File: src/rtl/dcm_pkg.sv
package dcm_pkg;

    // Per-access byte lane decode shared by both ports.
    typedef struct packed {
        logic       hi_en;
        logic       lo_en;
        logic [7:0] hi;
        logic [7:0] lo;
    } lane_t;

    localparam logic [7:0] MASK_KEEP   = 8'h7E;
    localparam logic [7:0] BANK2_RMASK = 8'hC7;
    localparam int         IEN2_BIT    = 2;

    // Byte access: data in wdata[7:0], lane picked by addr bit 0.
    // Word access: both lanes, big-endian order.
    function automatic lane_t lane_decode(input logic word, input logic a0,
                                          input logic [15:0] wdata);
        lane_t l;
        if (word) begin
            l.hi_en = 1'b1;
            l.lo_en = 1'b1;
            l.hi    = wdata[15:8];
            l.lo    = wdata[7:0];
        end else begin
            l.hi_en = ~a0;
            l.lo_en = a0;
            l.hi    = wdata[7:0];
            l.lo    = wdata[7:0];
        end
        return l;
    endfunction

endpackage

File: src/rtl/dcm_ctrl.sv
module dcm_ctrl
    import dcm_pkg::*;
(
    input  logic       clk,
    input  logic       rst_n,
    input  logic       w0_i,
    input  logic       w2_i,
    input  logic       mask_i,
    input  lane_t      m_lane_i,
    input  lane_t      s_lane_i,
    output logic       run_o,
    output logic       busreq_o,
    output logic       rst_pulse_o,
    output logic       irq2_o,
    output logic [7:0] b2_o,
    output logic [7:0] b3_o,
    output logic [7:0] mask_o
);

    typedef struct packed {
        logic       run;
        logic       busreq;
        logic       pending;
        logic       rst_pulse;
        logic       irq2;
        logic [7:0] b2;
        logic [7:0] b3;
        logic [7:0] mask;
    } ctrl_t;

    ctrl_t st_d, st_q;
    logic [1:0] ctl_new;

    always_comb begin
        st_d           = st_q;
        st_d.rst_pulse = 1'b0;
        st_d.irq2      = 1'b0;
        ctl_new        = m_lane_i.lo[1:0];
        if (!ctl_new[0]) begin
            ctl_new[1] = 1'b1;
        end

        if (w0_i && m_lane_i.hi_en && m_lane_i.hi[0] && st_q.mask[IEN2_BIT]) begin
            st_d.irq2 = 1'b1;
        end

        if (w0_i && m_lane_i.lo_en) begin
            st_d.run    = ctl_new[0];
            st_d.busreq = ctl_new[1];
            if (!ctl_new[0]) begin
                st_d.pending = 1'b1;
            end else if (ctl_new == 2'b01 && st_q.pending) begin
                st_d.pending   = 1'b0;
                st_d.rst_pulse = 1'b1;
            end
        end

        if (w2_i) begin
            if (m_lane_i.hi_en) st_d.b2 = m_lane_i.hi;
            if (m_lane_i.lo_en) st_d.b3 = m_lane_i.lo;
        end

        if (mask_i) begin
            st_d.mask = s_lane_i.lo & MASK_KEEP;
        end
    end

    always_ff @(posedge clk or negedge rst_n) begin
        if (!rst_n) begin
            st_q         <= '0;
            st_q.busreq  <= 1'b1;
            st_q.pending <= 1'b1;
        end else begin
            st_q <= st_d;
        end
    end

    assign run_o       = st_q.run;
    assign busreq_o    = st_q.busreq;
    assign rst_pulse_o = st_q.rst_pulse;
    assign irq2_o      = st_q.irq2;
    assign b2_o        = st_q.b2;
    assign b3_o        = st_q.b3;
    assign mask_o      = st_q.mask;

    assert_bus_held_R2: assert property (@(posedge clk) disable iff (!rst_n)
        !st_q.run |-> st_q.busreq);

    assert_pulse_single_R3: assert property (@(posedge clk) disable iff (!rst_n)
        st_q.rst_pulse |=> !st_q.rst_pulse);

    assert_pulse_released_R3: assert property (@(posedge clk) disable iff (!rst_n)
        st_q.rst_pulse |-> (st_q.run && !st_q.busreq));

    assert_irq_gated_R6: assert property (@(posedge clk) disable iff (!rst_n)
        st_q.irq2 |-> $past(st_q.mask[IEN2_BIT]));

endmodule

File: src/rtl/dcm_flags.sv
module dcm_flags
    import dcm_pkg::*;
(
    input  logic       clk,
    input  logic       rst_n,
    input  logic       m_wr_i,
    input  lane_t      m_lane_i,
    input  logic       s_wr_i,
    input  lane_t      s_lane_i,
    output logic [7:0] fm_o,
    output logic [7:0] fs_o
);

    typedef struct packed {
        logic [7:0] fm;
        logic [7:0] fs;
    } flags_t;

    flags_t st_d, st_q;

    // Each side only ever reaches its own byte: main takes the high-lane
    // value (word bits 15:8 or byte data), sub takes the low-lane value.
    always_comb begin
        st_d = st_q;
        if (m_wr_i) st_d.fm = m_lane_i.hi;
        if (s_wr_i) st_d.fs = s_lane_i.lo;
    end

    always_ff @(posedge clk or negedge rst_n) begin
        if (!rst_n) st_q <= '0;
        else        st_q <= st_d;
    end

    assign fm_o = st_q.fm;
    assign fs_o = st_q.fs;

    assert_main_flag_owned_R9: assert property (@(posedge clk) disable iff (!rst_n)
        !m_wr_i |=> $stable(st_q.fm));

    assert_sub_flag_owned_R10: assert property (@(posedge clk) disable iff (!rst_n)
        !s_wr_i |=> $stable(st_q.fs));

endmodule

File: src/rtl/dcm_mbox.sv
module dcm_mbox
    import dcm_pkg::*;
#(
    parameter int WORDS = 8,
    localparam int IW   = (WORDS > 1) ? $clog2(WORDS) : 1
) (
    input  logic                   clk,
    input  logic                   rst_n,
    input  logic                   wr_i,
    input  logic [IW-1:0]          idx_i,
    input  lane_t                  lane_i,
    output logic [WORDS-1:0][15:0] words_o
);

    typedef struct packed {
        logic [WORDS-1:0][15:0] w;
    } mbox_t;

    mbox_t st_d, st_q;

    always_comb begin
        st_d = st_q;
        for (int i = 0; i < WORDS; i++) begin
            if (wr_i && idx_i == IW'(i)) begin
                if (lane_i.hi_en) st_d.w[i][15:8] = lane_i.hi;
                if (lane_i.lo_en) st_d.w[i][7:0]  = lane_i.lo;
            end
        end
    end

    always_ff @(posedge clk or negedge rst_n) begin
        if (!rst_n) st_q <= '0;
        else        st_q <= st_d;
    end

    assign words_o = st_q.w;

    assert_bank_owned_R11: assert property (@(posedge clk) disable iff (!rst_n)
        !wr_i |=> $stable(st_q.w));

endmodule

File: src/rtl/dual_cpu_mailbox.sv
module dual_cpu_mailbox
    import dcm_pkg::*;
#(
    parameter int AW          = 6,
    parameter int MBOX_WORDS  = 8,
    parameter int M2S_BASE    = 'h10,
    parameter int S2M_BASE    = 'h20,
    parameter int FLAG_OFF    = 'h0E,
    parameter int MASK_OFF    = 'h32
) (
    input  logic          clk,
    input  logic          rst_n,
    input  logic          m_wr,
    input  logic          m_word,
    input  logic [AW-1:0] m_addr,
    input  logic [15:0]   m_wdata,
    output logic [15:0]   m_rdata,
    input  logic          s_wr,
    input  logic          s_word,
    input  logic [AW-1:0] s_addr,
    input  logic [15:0]   s_wdata,
    output logic [15:0]   s_rdata,
    output logic          sub_run,
    output logic          sub_busreq,
    output logic          sub_reset_pulse,
    output logic          sub_irq2,
    output logic [1:0]    prg_bank
);

    localparam int IW = (MBOX_WORDS > 1) ? $clog2(MBOX_WORDS) : 1;
    localparam int SPAN = 2 * MBOX_WORDS;
    localparam logic [AW-1:0] M2S_LO = AW'(M2S_BASE);
    localparam logic [AW-1:0] M2S_HI = AW'(M2S_BASE + SPAN);
    localparam logic [AW-1:0] S2M_LO = AW'(S2M_BASE);
    localparam logic [AW-1:0] S2M_HI = AW'(S2M_BASE + SPAN);
    localparam logic [AW-2:0] W_CTRL = '0;
    localparam logic [AW-2:0] W_BANK = (AW-1)'(1);
    localparam logic [AW-2:0] W_FLAG = (AW-1)'(FLAG_OFF / 2);
    localparam logic [AW-2:0] W_MASK = (AW-1)'(MASK_OFF / 2);

    lane_t m_lane, s_lane;
    logic m_is_ctrl, m_is_bank, m_is_flag, m_in_m2s, m_in_s2m;
    logic s_is_flag, s_is_mask, s_in_m2s, s_in_s2m;
    logic [AW-1:0] m_off_m2s, m_off_s2m, s_off_m2s, s_off_s2m;
    logic run_w, busreq_w, pulse_w, irq_w;
    logic [7:0] b2_w, b3_w, mask_w, fm_w, fs_w;
    logic [MBOX_WORDS-1:0][15:0] m2s_w, s2m_w;

    always_comb begin
        m_lane    = lane_decode(m_word, m_addr[0], m_wdata);
        s_lane    = lane_decode(s_word, s_addr[0], s_wdata);
        m_is_ctrl = m_addr[AW-1:1] == W_CTRL;
        m_is_bank = m_addr[AW-1:1] == W_BANK;
        m_is_flag = m_addr[AW-1:1] == W_FLAG;
        s_is_flag = s_addr[AW-1:1] == W_FLAG;
        s_is_mask = s_addr[AW-1:1] == W_MASK;
        m_in_m2s  = (m_addr >= M2S_LO) && (m_addr < M2S_HI);
        m_in_s2m  = (m_addr >= S2M_LO) && (m_addr < S2M_HI);
        s_in_m2s  = (s_addr >= M2S_LO) && (s_addr < M2S_HI);
        s_in_s2m  = (s_addr >= S2M_LO) && (s_addr < S2M_HI);
        m_off_m2s = m_addr - M2S_LO;
        m_off_s2m = m_addr - S2M_LO;
        s_off_m2s = s_addr - M2S_LO;
        s_off_s2m = s_addr - S2M_LO;
    end

    dcm_ctrl u_ctrl (
        .clk         (clk),
        .rst_n       (rst_n),
        .w0_i        (m_wr && m_is_ctrl),
        .w2_i        (m_wr && m_is_bank),
        .mask_i      (s_wr && s_is_mask && s_lane.lo_en),
        .m_lane_i    (m_lane),
        .s_lane_i    (s_lane),
        .run_o       (run_w),
        .busreq_o    (busreq_w),
        .rst_pulse_o (pulse_w),
        .irq2_o      (irq_w),
        .b2_o        (b2_w),
        .b3_o        (b3_w),
        .mask_o      (mask_w)
    );

    dcm_flags u_flags (
        .clk      (clk),
        .rst_n    (rst_n),
        .m_wr_i   (m_wr && m_is_flag),
        .m_lane_i (m_lane),
        .s_wr_i   (s_wr && s_is_flag),
        .s_lane_i (s_lane),
        .fm_o     (fm_w),
        .fs_o     (fs_w)
    );

    dcm_mbox #(.WORDS(MBOX_WORDS)) u_m2s (
        .clk     (clk),
        .rst_n   (rst_n),
        .wr_i    (m_wr && m_in_m2s),
        .idx_i   (m_off_m2s[IW:1]),
        .lane_i  (m_lane),
        .words_o (m2s_w)
    );

    dcm_mbox #(.WORDS(MBOX_WORDS)) u_s2m (
        .clk     (clk),
        .rst_n   (rst_n),
        .wr_i    (s_wr && s_in_s2m),
        .idx_i   (s_off_s2m[IW:1]),
        .lane_i  (s_lane),
        .words_o (s2m_w)
    );

    always_comb begin
        m_rdata = '0;
        if (m_is_ctrl)      m_rdata = {mask_w[IEN2_BIT], 13'b0, busreq_w, run_w};
        else if (m_is_bank) m_rdata = {b2_w, b3_w & BANK2_RMASK};
        else if (m_is_flag) m_rdata = {fm_w, fs_w};
        else if (m_in_m2s)  m_rdata = m2s_w[m_off_m2s[IW:1]];
        else if (m_in_s2m)  m_rdata = s2m_w[m_off_s2m[IW:1]];
    end

    always_comb begin
        s_rdata = '0;
        if (s_is_flag)      s_rdata = {fm_w, fs_w};
        else if (s_is_mask) s_rdata = {8'h00, mask_w};
        else if (s_in_m2s)  s_rdata = m2s_w[s_off_m2s[IW:1]];
        else if (s_in_s2m)  s_rdata = s2m_w[s_off_s2m[IW:1]];
    end

    assign sub_run         = run_w;
    assign sub_busreq      = busreq_w;
    assign sub_reset_pulse = pulse_w;
    assign sub_irq2        = irq_w;
    assign prg_bank        = b3_w[7:6];

    assert_irq_from_main_R5: assert property (@(posedge clk) disable iff (!rst_n)
        sub_irq2 |-> $past(m_wr));

    assert_pulse_from_main_R3: assert property (@(posedge clk) disable iff (!rst_n)
        sub_reset_pulse |-> $past(m_wr));

    assert_mask_bits_R13: assert property (@(posedge clk) disable iff (!rst_n)
        (mask_w & ~MASK_KEEP) == 8'h00);

endmodule

File: config.mk
export PLATFORM = sky130hd
export DESIGN_NAME = dual_cpu_mailbox
export DESIGN_NICKNAME = d
export VERILOG_FILES = /design/src/rtl/dcm_pkg.sv /design/src/rtl/dcm_ctrl.sv /design/src/rtl/dcm_flags.sv /design/src/rtl/dcm_mbox.sv /design/src/rtl/dual_cpu_mailbox.sv
export SDC_FILE = /design/constraint.sdc
export NUM_CORES = 1
export LEC_CHECK = 0
export BUFFER_PORTS_ARGS = -buffer_cell sky130_fd_sc_hd__buf_2
export CORE_UTILIZATION = 36
export CTS_BUF_LIST = sky130_fd_sc_hd__clkbuf_8
export DETAILED_ROUTE_END_ITERATION = 7
export PLACE_DENSITY = 0.6
export SYNTH_ARGS = -nofsm -noshare
export SYNTH_HDL_FRONTEND = slang
export SYNTH_SLANG_ARGS = --single-unit
export TNS_END_PERCENT = 10
File: constraint.sdc
create_clock -name clk -period 2.6 [get_ports clk]
set_clock_uncertainty 0.2 [all_clocks]
set_input_delay 0.13 -clock clk [delete_from_list [all_inputs] [get_ports clk]]
set_output_delay 0.13 -clock clk [all_outputs]
set_load 0.005 [all_outputs]
==> results of run 1 <==
## worst max-delay path, stage by stage (launching register included)
cell and delay [ns]:
dfrtp_1 0.39, mux4_2 0.47, mux2_4 0.29, a222oi_1 0.43
o21ai_1 0.20, buf_2 0.17
## report_power, final
part | internal [mW] | switching, mW | total (mW)
clock network | 2.21 | 1.96 | 4.17
registers | 5.50 | 0.680 | 6.18
logic | 1.67 | 1.31 | 2.98
## stage by stage
stage	cells	utilization	setup TNS, ns	total power, mW
floorplan	1272	-	0	8.008
global placement	1937	0.4033	0	8.936
detailed placement	1937	0.4033	0	9.048
CTS	2084	0.4411	-1.165	13.41
global route	2084	0.4428	-1.776	14.03
finish	2084	0.4428	-0.9751	13.33
## registers in the layout, summed over array words and instances (netlist names)
name and flops:
u_ctrl.b2_o 8, u_ctrl.b3_o 5, u_ctrl.busreq_o 1, u_ctrl.irq2_o 1, u_ctrl.mask_o 6, u_ctrl.rst_pulse_o 1, u_ctrl.run_o 1, u_ctrl.st_q 1
u_flags.fm_o 8, u_flags.fs_o 8, u_m2s.words_o 128, u_s2m.words_o 128
## cells by family (layout without fill, tap and decap cells)
kind of cell | Yosys count | in the layout | synth area share
AOI/OAI and AO/OA | 255 | 255 | 0.09348
buffers and inverters | 99 | 326 | 0.03121
DFF | 296 | 296 | 0.4633
muxes | 344 | 344 | 0.3221
and+or+nand+nor | 278 | 278 | 0.08989
## placed cells by master (no fill, tap or decap), drive strengths merged, types with 2 or more instances in the layout
| master | synthesis | layout |
|---|---|---|
| a211oi | 4 | 4 |
| a21o | 5 | 5 |
| a21oi | 73 | 73 |
| a221oi | 2 | 2 |
| a222oi | 5 | 5 |
| a22oi | 25 | 25 |
| a31oi | 5 | 5 |
| and2 | 7 | 7 |
| and4bb | 2 | 2 |
| buf | 55 | 182 |
| clkbuf | 41 | 64 |
| clkinv | 0 | 7 |
| dfrtp | 294 | 294 |
| dfstp | 2 | 2 |
| dlygate4sd3 | 0 | 47 |
| inv | 3 | 25 |
| mux2 | 176 | 176 |
| mux2i | 49 | 49 |
| mux4 | 119 | 119 |
| nand2 | 105 | 105 |
| nand2b | 11 | 11 |
| nand3 | 13 | 13 |
| nand3b | 5 | 5 |
| nand4 | 9 | 9 |
| nand4b | 5 | 5 |
| nor2 | 88 | 88 |
| nor2b | 10 | 10 |
| nor3 | 12 | 12 |
| nor3b | 2 | 2 |
| nor4 | 3 | 3 |
| o211a | 8 | 8 |
| o21ai | 111 | 111 |
| o221ai | 4 | 4 |
| o22a | 2 | 2 |
| o22ai | 5 | 5 |
## area by class of cell
cell class	count	area, sq um
Tap cell	585	732.0
Fill cell	3954	24210
Clock buffer	64	880.8
Timing Repair Buffer	229	1827
Clock inverter	30	130.1
Sequential cell	296	7410
Inverter	3	11.26
Multi-Input combinational cell	877	8253
## timing repair
action / 4_1_cts / 5_1_grt
hold endpoints to repair: 592 / 0
setup endpoints to repair: 17 / 23
hold buffers: 48 / 0
resized for setup: 30 / 18
buffers inserted: 5 / 0
pin swaps: 3 / 1
## synth_stat cells, drive strengths merged (5+ instances only)
| cell type | number | area [sq um] |
|---|---|---|
| a21oi | 73 | 365.4 |
| nand2b | 11 | 68.82 |
| clkbuf | 41 | 153.9 |
| nand4b | 5 | 73.83 |
| nand3 | 13 | 70.07 |
| nand4 | 9 | 56.30 |
| nor3 | 12 | 112.6 |
| nand3b | 5 | 37.54 |
| a222oi | 5 | 50.05 |
| a22oi | 25 | 187.7 |
| and2 | 7 | 43.79 |
| nor2b | 10 | 62.56 |
| a21o | 5 | 37.54 |
| nand2 | 105 | 394.1 |
| o22ai | 5 | 31.28 |
| o211a | 8 | 80.08 |
| buf | 55 | 334.1 |
| mux2 | 176 | 1982 |
| mux2i | 49 | 490.5 |
| nor2 | 88 | 362.8 |
| a31oi | 5 | 31.28 |
| dfrtp | 294 | 7357 |
| mux4 | 119 | 2680 |
| o21ai | 111 | 559.3 |
## routing by layer
| metal | part of all wire | GRT usage | vias to the layer above |
|---|---|---|---|
| met5 | 0 | 0 | - |
| met4 | 0.023 | 0.06053 | 0 |
| met3 | 0.064 | 0.04530 | 75 |
| met2 | 0.47 | 0.3523 | 401 |
| met1 | 0.44 | 0.2989 | 6025 |
| li1 | - | - | 5187 |
## final timing paths
kind,startpoint,endpoint,slack (ns),depth (start not counted)
max in group asynchronous,rst_n,u_m2s.words_o[22],1.28,4
hold / removal,s_wr,u_flags.fs_o[0],0.05,3
min in group asynchronous,rst_n,u_m2s.words_o[9],0.52,4
setup / recovery,u_s2m.words_o[119],m_rdata[7],-0.30,5
setup reg to reg,u_ctrl.mask_o[2],u_ctrl.irq2_o,0.98,3
hold reg to reg,u_ctrl.st_q[26],u_ctrl.rst_pulse_o,0.28,2
==> qor.yml, run 1 <==
status:
  violations: "negative setup slack"
  status: "complete, but fails checks"
routing:
  drt_first_iter_violations: 864
  detail-route-antenna-nets: 0
  dr.pass1.iters: 5
  wirelength_um: 47890
  via_per_inst: 5.608
  routedWlPerCell_um: 22.98
  drc: 0
  vias: 11690
global_route:
  grt-ovfl-total: 0
  grt_max_degree: 58
  grt_pass1_vias: 12020
  gr-usage-all-layers: 0.2187
  antenna_found_initial: 1
  grt_pass1_wl_um: 73800
timing:
  fmax_mhz: 344.4
  timing.hold.ws_ns: 0.05210
  rsz0062_at_grt: "true"
  post-route-period-util: 1.117
  worst_slack_ns: -0.3036
  hold_violations: 0
  timing.final.max_slew_violations: 0
  setup_violations: 6
  finalCriticalPeriod_ns: 2.904
  tightest_slew_ns: 0.8251
  slew_headroom: 0.4342
placement:
  placedInstanceArea_sq_um: 17530
  post-place-ws_ns: 0.1908
  hpwlAfterDp_um: 33130
  routabilityCongestion: 0.8681
  portBuffers: 87
synth:
  synthFlopType: "dfrtp_1"
  avgSynthCellArea_sq_um: 12.57
  yosys_warnings: 0
  ys_seq_area_frac: 0.4633
  synth_edf_count: 0
  ys_ff_latch: 296
  syn-cell-area_sq_um: 15990
  yosysUniqueCellTypes: 59
  syn_nets: 1322
  synthArstFlopShare: 1.000
  syn_inst: 1272
layout:
  synthToLayoutAreaGrowth_pct: 20.32
  drive_above_1_share: 0.4089
  fin_nets: 1508
  stdcell_area_sq_um: 19240
  n_antenna_cell: 0
clock_network:
  cts_buffer_depth: 3
  clock-sinks: 296
  cts-root-buf: "clkbuf_8"
  cts_tree: "yes"
  numCtsBuffers: 51
  clk_pin_slew_ns: 0.06
  htreeDepth: 2
  clk_latency_ns: 0.61
floorplanning:
  coreArea_sq_um: 43460
  die_area_sq_um: 45280
  die_x_um: 212.8
  io_pins: 88
  fp-row-count: 76
  die_h_um: 212.8
  initial_core_util: 0.3680
setup_path:
  cp.arrival_ns: 2.57
  worstSetupEndpointType: "output pin"
  required_ns: 2.27
  worstSetupStartpointType: "register"
  critPathMaxFanout: 3
  critPathKind: "register to output pin"
power:
  power_density_nw_per_um2: 692.5
  vdd_drop_max_mv: 0.3037
  p_leak_nw: 8.474
hold_path:
  holdCritPathClass: "input pin to register"
run:
  maxCapViolations: 0
Note: power is estimated with default switching activity, not from simulation.
==> run 2, diff against run 1 <==
--- a/config.mk
+++ b/config.mk
@@ -13,4 +13,4 @@
 export SYNTH_ARGS = -nofsm -noshare
 export SYNTH_HDL_FRONTEND = slang
 export SYNTH_SLANG_ARGS = --single-unit
-export TNS_END_PERCENT = 10
+export TNS_END_PERCENT = 30
==> run 2 against run 1 <==
- non-clock buffer count grew 1
- count of clock-buffer cells in the layout is the same
- the flow still finishes with violations (negative setup slack)
- total power grew 0.14%
- final cell count is essentially flat
- sequential share of layout area is essentially flat
- highest routed layer unchanged
- routed wire length shrank 0.22%
- clock power is essentially flat
- critical path depth is the same
- design area grew 0.13%
- worst hold slack lost 0.0032 ns
- critical endpoint unchanged
- utilization grew 0.058 points
==> qor.yml, run 2 (synthesis gave the netlist of run 1 again) <==
timing:
  hold_violations: 0  # unchanged
  fin_setup_tns_ns: -0.8445  # was -0.9751 ns
  timing.final.max_slew_violations: 0  # unchanged
  tightest_slew_ns: 0.8527  # was 0.8251 ns
  slew_headroom: 0.4153  # was 0.4342
  post-route-period-util: 1.112  # was 1.117
  finalCriticalPeriod_ns: 2.891  # was 2.904 ns
  rsz0062_at_grt: "true"  # unchanged
  worst_slack_ns: -0.2909  # was -0.3036 ns
  fmax_mhz: 345.9  # was 344.4 MHz
  setup_violations: 6  # unchanged
hold_path:
  holdCritPathClass: "input pin to register"  # unchanged
  min-delay-start: "s_wr"  # unchanged
  holdPathStages: 3  # unchanged
  hold_path_end: "u_flags.fs_o[1]"  # was u_flags.fs_o[0]
layout:
  fill_cells: 3948  # was 3954
  final_common_cell: "dfrtp_1"  # unchanged
  synthToLayoutAreaGrowth_pct: 20.47  # was 20.32%
  layout_common_cells: "294 x dfrtp_1, 164 x mux2_2, 119 x mux4_2"  # was 294 x dfrtp_1, 168 x mux2_2, 119 x mux4_2
  post-route-util: 0.4434  # was 0.4428
  fin_nets: 1509  # was 1508
  stdcell_count: 2086  # was 2084
  drive_above_1_share: 0.4093  # was 0.4089
routing:
  met2_wirelength_um: 22630  # about the same
  drc: 0  # unchanged
  wl_met3_um: 2790  # was 3070 um
  via_per_inst: 5.593  # was 5.608
  detail-route-antenna-nets: 0  # unchanged
  drt_first_iter_violations: 941  # was 864
  dr.pass1.iters: 5  # unchanged
  m1WireLength_um: 21290  # was 21100 um
  routedWlPerCell_um: 22.90  # was 22.98 um
  dr.max_layer_used: "met4"  # unchanged
  vias: 11670  # was 11690
  wirelength_um: 47780  # was 47890 um
setup_path:
  r2r_cells: 3  # unchanged
  worstSetupEndpointType: "output pin"  # unchanged
  crit_buf_inv: 1  # unchanged
  worstSetupStartpointType: "register"  # unchanged
  slowest_stage: "mux4_2"  # unchanged
  cp.arrival_ns: 2.56  # was 2.57 ns
  critPathTopFamily: "multiplexers"  # unchanged
  path_cells: "mux4_2, mux2_4, a222oi_1, o21ai_1, buf_2"  # unchanged
  critPathMaxFanout: 3  # unchanged
  required_ns: 2.27  # about the same
  r2r_slack_ns: 0.98  # about the same
  cp_slowest_stage_delay_ns: 0.45  # was 0.47 ns
  reg2reg_from: "u_ctrl.mask_o[2]"  # unchanged
  timing.rr.end: "u_ctrl.irq2_o"  # unchanged
  critPathKind: "register to output pin"  # unchanged
power:
  vdd_drop_max_mv: 0.3014  # was 0.3037 mV
  p_comb_frac: 0.224  # was 0.223
  power_density_nw_per_um2: 692.5  # about the same
  swShare: 0.2965  # about the same
  switchingPower_mw: 3.957  # was 3.951 mW
  power.total_mw: 13.34  # was 13.33 mW
  p_leak_nw: 8.492  # was 8.474 nW
  seqPwrFrac: 0.463  # about the same
  internal-power_mw: 9.387  # was 9.375 mW
  clockPowerShare: 0.313  # about the same
global_route:
  grt-ovfl-total: 0  # unchanged
  grt_pass1_wl_um: 73800  # unchanged
  grt_pass1_vias: 12020  # about the same
  antenna_found_initial: 1  # unchanged
  grt_max_degree: 58  # unchanged
  gr-usage-all-layers: 0.2187  # about the same
floorplanning:
  fp-row-count: 76  # unchanged
  die_h_um: 212.8  # unchanged
  coreArea_sq_um: 43460  # unchanged
  io_pins: 88  # unchanged
  die_area_sq_um: 45280  # unchanged
  die_x_um: 212.8  # unchanged
  initial_core_util: 0.3680  # unchanged
clock_network:
  numCtsBuffers: 51  # unchanged
  cts-root-buf: "clkbuf_8"  # unchanged
  htreeDepth: 2  # unchanged
  clk_pin_slew_ns: 0.06  # about the same
  clk_latency_ns: 0.61  # about the same
  clock-sinks: 296  # unchanged
  cts_tree: "yes"  # unchanged
  cts_buffer_depth: 3  # unchanged
placement:
  dp.cells: 1937  # unchanged
  routabilityCongestion: 0.8681  # unchanged
  post-place-ws_ns: 0.1908  # unchanged
  portBuffers: 87  # unchanged
  hpwlAfterDp_um: 33130  # unchanged
run:
  maxCapViolations: 0  # unchanged
status:
  violations: "negative setup slack"  # unchanged
  status: "complete, but fails checks"  # unchanged
[run 2: changes by cell type in the layout (fill, tap and decap cells not counted)]
cell and change:
buf_4 +1, diode_2 +1, mux2_2 -4, mux2_4 +4, o21ai_0 -1, o21ai_1 +1
[run 2: worst max-delay path by stage]
stage          slack, ns          end               from  depth (start not counted)
2_1_floorplan       0.78   m_rdata[8]          m_addr[2]                          6
3_3_place_gp        0.19   s_rdata[9]          s_addr[1]                          7
3_5_place_dp        0.19  s_rdata[11]          s_addr[1]                          7
4_1_cts            -0.30   m_rdata[8]  u_s2m.words_o[88]                          5
5_1_grt            -0.50   m_rdata[7]  u_s2m.words_o[71]                          5
6_report           -0.29   m_rdata[7]  u_s2m.words_o[71]                          5
[run 2: power groups by stage]
stage	clock [mW]	sequential (mW)	combinational [mW]
2_1_floorplan	0	5.99	2.02
3_3_place_gp	0	6.20	2.74
3_5_place_dp	0	6.23	2.81
4_1_cts	4.29	6.16	2.97
5_1_grt	4.49	6.30	3.25
6_report	4.18	6.18	2.99
[run 2: metal layers]
| metal | track usage | vias to the layer above |
|---|---|---|
| met5 | 0 | - |
| met1 | 0.2998 | 6020 |
| met3 | 0.04398 | 72 |
| met2 | 0.3524 | 374 |
| met4 | 0.06028 | 0 |
| li1 | - | 5201 |
[run 2: per-stage QoR]
| step | hold WS (ns) | cell area (sq um) |
|---|---|---|
| final | 0.04887 | 19270 |
| after global routing | 0.03490 | 19270 |
| after CTS | 0.01338 | 19190 |
| after detailed placement | -0.09617 | 17530 |
| after global placement | -0.09848 | 17530 |
| after floorplan | -0.3656 | 15990 |
[run 2: what timing repair did]
item	CTS	global route
gates resized for setup	34	19
setup buffers	6	0
endpoints found under the hold margin	592	0
pin swaps	4	2
hold buffers	48	0
endpoints found under the setup margin	17	23
[run 2: final cells by class]
cell class	instances	area, sq um	area share
Tap cell	585	732.0	0.03799
Inverter	3	11.26	0.0005844
Clock inverter	30	130.1	0.006753
Multi-Input combinational cell	877	8268	0.4291
Timing Repair Buffer	230	1834	0.09519
Antenna cell	1	2.502	0.0001299
Sequential cell	296	7410	0.3845
Clock buffer	64	880.8	0.04571
[run 2: tightest hold or removal path: stages]
cell	delay, ns
buf_2	0.16
nand2_1	0.31
mux2_2	0.22
==> run 3, diff against run 2 <==
--- a/config.mk
+++ b/config.mk
@@ -6,10 +6,10 @@
 export NUM_CORES = 1
 export LEC_CHECK = 0
 export BUFFER_PORTS_ARGS = -buffer_cell sky130_fd_sc_hd__buf_2
-export CORE_UTILIZATION = 36
+export CORE_UTILIZATION = 55
 export CTS_BUF_LIST = sky130_fd_sc_hd__clkbuf_8
 export DETAILED_ROUTE_END_ITERATION = 7
-export PLACE_DENSITY = 0.6
+export PLACE_DENSITY = 0.81
 export SYNTH_ARGS = -nofsm -noshare
 export SYNTH_HDL_FRONTEND = slang
 export SYNTH_SLANG_ARGS = --single-unit
==> run 3 against run 2 <==
- the flow finishes with violations (negative hold slack, negative setup slack)
- global-route usage is 9.3 points higher
- routed wire length down 4.1%
- sequential power grew 0.6%
- die area is 34% lower
- count of clock-buffer cells in the layout stayed put
- sequential cell count unchanged
- worst hold slack worse by 0.051 ns
- utilization grew 21 points
- largest power group unchanged
==> qor.yml, run 3 (synthesis gave the netlist of run 1 again) <==
status:
  status: "complete, but fails checks"  # unchanged
  violations: "negative hold slack, negative setup slack"  # was negative setup slack
layout:
  final-seq-area_sq_um: 7410  # unchanged
  final_common_cell: "dfrtp_1"  # unchanged
  multi_input_comb_area_sq_um: 8162  # was 8268 sq um
  stdcell_area_sq_um: 18770  # was 19270 sq um
  fill_cells: 1983  # was 3948
  layout_common_cells: "294 x dfrtp_1, 169 x mux2_2, 119 x mux4_2"  # was 294 x dfrtp_1, 164 x mux2_2, 119 x mux4_2
  fin_nets: 1499  # was 1509
  drive_above_1_share: 0.4017  # was 0.4093
  synthToLayoutAreaGrowth_pct: 17.38  # was 20.47%
  stdcell_count: 1871  # was 2086
power:
  p_leak_nw: 8.410  # was 8.492 nW
  vdd_drop_max_mv: 0.3448  # was 0.3014 mV
  seqPwrFrac: 0.464  # was 0.463
  clockPowerShare: 0.313  # about the same
  power_density_nw_per_um2: 714.5  # was 692.5 nW/um^2
  power.total_mw: 13.41  # was 13.34 mW
  swShare: 0.2955  # was 0.2965
  p_comb_frac: 0.224  # about the same
  switchingPower_mw: 3.964  # was 3.957 mW
  internal-power_mw: 9.450  # was 9.387 mW
setup_path:
  path_cells: "mux4_2, mux2_4, a222oi_1, o21ai_1, buf_2"  # unchanged
  reg2reg_from: "u_ctrl.mask_o[2]"  # unchanged
  critPathCapture: "m_rdata[6]"  # was m_rdata[7]
  cp_slowest_stage_delay_ns: 0.47  # was 0.45 ns
  worstSetupEndpointType: "output pin"  # unchanged
  crit_path_start: "u_s2m.words_o[22]"  # was u_s2m.words_o[71]
  critPathKind: "register to output pin"  # unchanged
  worstSetupStartpointType: "register"  # unchanged
  timing.rr.end: "u_ctrl.irq2_o"  # unchanged
  cp.arrival_ns: 2.53  # was 2.56 ns
  slowest_stage: "mux4_2"  # unchanged
  r2r_slack_ns: 0.92  # was 0.98 ns
  r2r_cells: 3  # unchanged
  critPathMaxFanout: 3  # unchanged
  required_ns: 2.27  # about the same
timing:
  setup_violations: 5  # was 6
  slew_headroom: 0.2293  # was 0.4153
  finalCriticalPeriod_ns: 2.863  # was 2.891 ns
  tightest_slew_ns: 1.150  # was 0.8527 ns
  hold_violations: 2  # was 0
  fmax_mhz: 349.3  # was 345.9 MHz
  timing.final.max_slew_violations: 0  # unchanged
  worst_slack_ns: -0.2631  # was -0.2909 ns
  timing.hold.ws_ns: -0.002351  # was 0.04887 ns
  fin_setup_tns_ns: -1.049  # was -0.8445 ns
  rsz0062_at_grt: "true"  # unchanged
  post-route-period-util: 1.101  # was 1.112
clock_network:
  clk_latency_ns: 0.57  # was 0.61 ns
  clock-sinks: 296  # unchanged
  numCtsBuffers: 50  # was 51
  cts_tree: "yes"  # unchanged
  htreeDepth: 2  # unchanged
  cts-root-buf: "clkbuf_8"  # unchanged
  cts_buffer_depth: 3  # unchanged
  clk_pin_slew_ns: 0.06  # about the same
global_route:
  grt_pass1_wl_um: 71910  # was 73800 um
  antenna_found_initial: 1  # unchanged
  gr-usage-all-layers: 0.3120  # was 0.2187
  grt-ovfl-total: 0  # unchanged
  grt_pass1_vias: 12280  # was 12020
  grt_max_degree: 73  # was 58
floorplanning:
  io_pins: 88  # unchanged
  fp-row-count: 62  # was 76
  die_area_sq_um: 29770  # was 45280 sq um
  die_x_um: 172.5  # was 212.8 um
  coreArea_sq_um: 28630  # was 43460 sq um
  initial_core_util: 0.5587  # was 0.3680
  die_h_um: 172.5  # was 212.8 um
routing:
  dr.pass1.iters: 5  # unchanged
  drc: 0  # unchanged
  via_per_inst: 6.549  # was 5.593
  wirelength_um: 45820  # was 47780 um
  drt_first_iter_violations: 1678  # was 941
  routedWlPerCell_um: 24.49  # was 22.90 um
  detail-route-antenna-nets: 0  # unchanged
  vias: 12250  # was 11670
hold_path:
  holdCritPathClass: "input pin to asynchronous set/reset pin"  # was input pin to register
placement:
  dp.cells: 1726  # was 1937
  placedInstanceArea_sq_um: 17160  # was 17530 sq um
  hpwlAfterDp_um: 31440  # was 33130 um
  portBuffers: 87  # unchanged
  routabilityCongestion: 0.9584  # was 0.8681
run:
  maxCapViolations: 0  # unchanged
run 3: layout make-up:
class | count | share of cell area
Antenna cell | 1 | 0.0001333
Clock buffer | 64 | 0.04692
Clock inverter | 25 | 0.006864
Inverter | 3 | 0.0005998
Multi-Input combinational cell | 877 | 0.4347
Sequential cell | 296 | 0.3947
Tap cell | 384 | 0.02559
Timing Repair Buffer | 221 | 0.09050
run 3: worst min-delay path by stage:
stage,startpoint,to,slack (ns)
6_report,rst_n,u_m2s.words_o[13],-0.002
5_1_grt,rst_n,u_m2s.words_o[13],0.03
4_1_cts,rst_n,u_m2s.words_o[13],0.01
3_5_place_dp,rst_n,u_m2s.words_o[74],-0.09
3_3_place_gp,rst_n,u_m2s.words_o[90],-0.10
2_1_floorplan,rst_n,u_ctrl.b2_o[0],-0.37
run 3: through the flow:
stage / hold WS (ns) / util / worst slack (ns)
after floorplan: -0.3656 / - / 0.7786
after global placement: -0.1005 / 0.5994 / 0.1653
after detailed placement: -0.09148 / 0.5994 / 0.1341
after CTS: 0.01066 / 0.6535 / -0.2447
after global routing: 0.02600 / 0.6559 / -0.3678
final: -0.002351 / 0.6559 / -0.2631
run 3: power by group through the flow:
stage | clock (mW) | sequential [mW] | combinational (mW)
2_1_floorplan | 0 | 5.99 | 2.02
3_3_place_gp | 0 | 6.18 | 2.67
3_5_place_dp | 0 | 6.26 | 2.78
4_1_cts | 4.21 | 6.18 | 2.93
5_1_grt | 4.44 | 6.31 | 3.21
6_report | 4.20 | 6.22 | 3.00
run 3: per-layer routing:
layer  wire [um]  global-route usage  up-vias
met2       21880              0.4879      736
met4        1537              0.1146        0
met3        4403             0.06201      130
met1       17990              0.4364     6222
met5           0                   0        -
li1            -                   -     5165
run 3: critical path: cells and delay by family, from the launching register on:
kind | cells | cell delay [ns]
mux | 2 | 0.76
buf+inv | 1 | 0.17
compound gates | 2 | 0.62
flops | 1 | 0.42
run 3: what timing repair did:
item | 4_1_cts | 5_1_grt
pin swaps | 4 | 2
setup endpoints to repair | 11 | 15
buffers inserted | 14 | 2
gates cloned | 0 | 0
gates resized for setup | 11 | 16
hold buffers | 39 | 0
hold endpoints to repair | 586 | 0
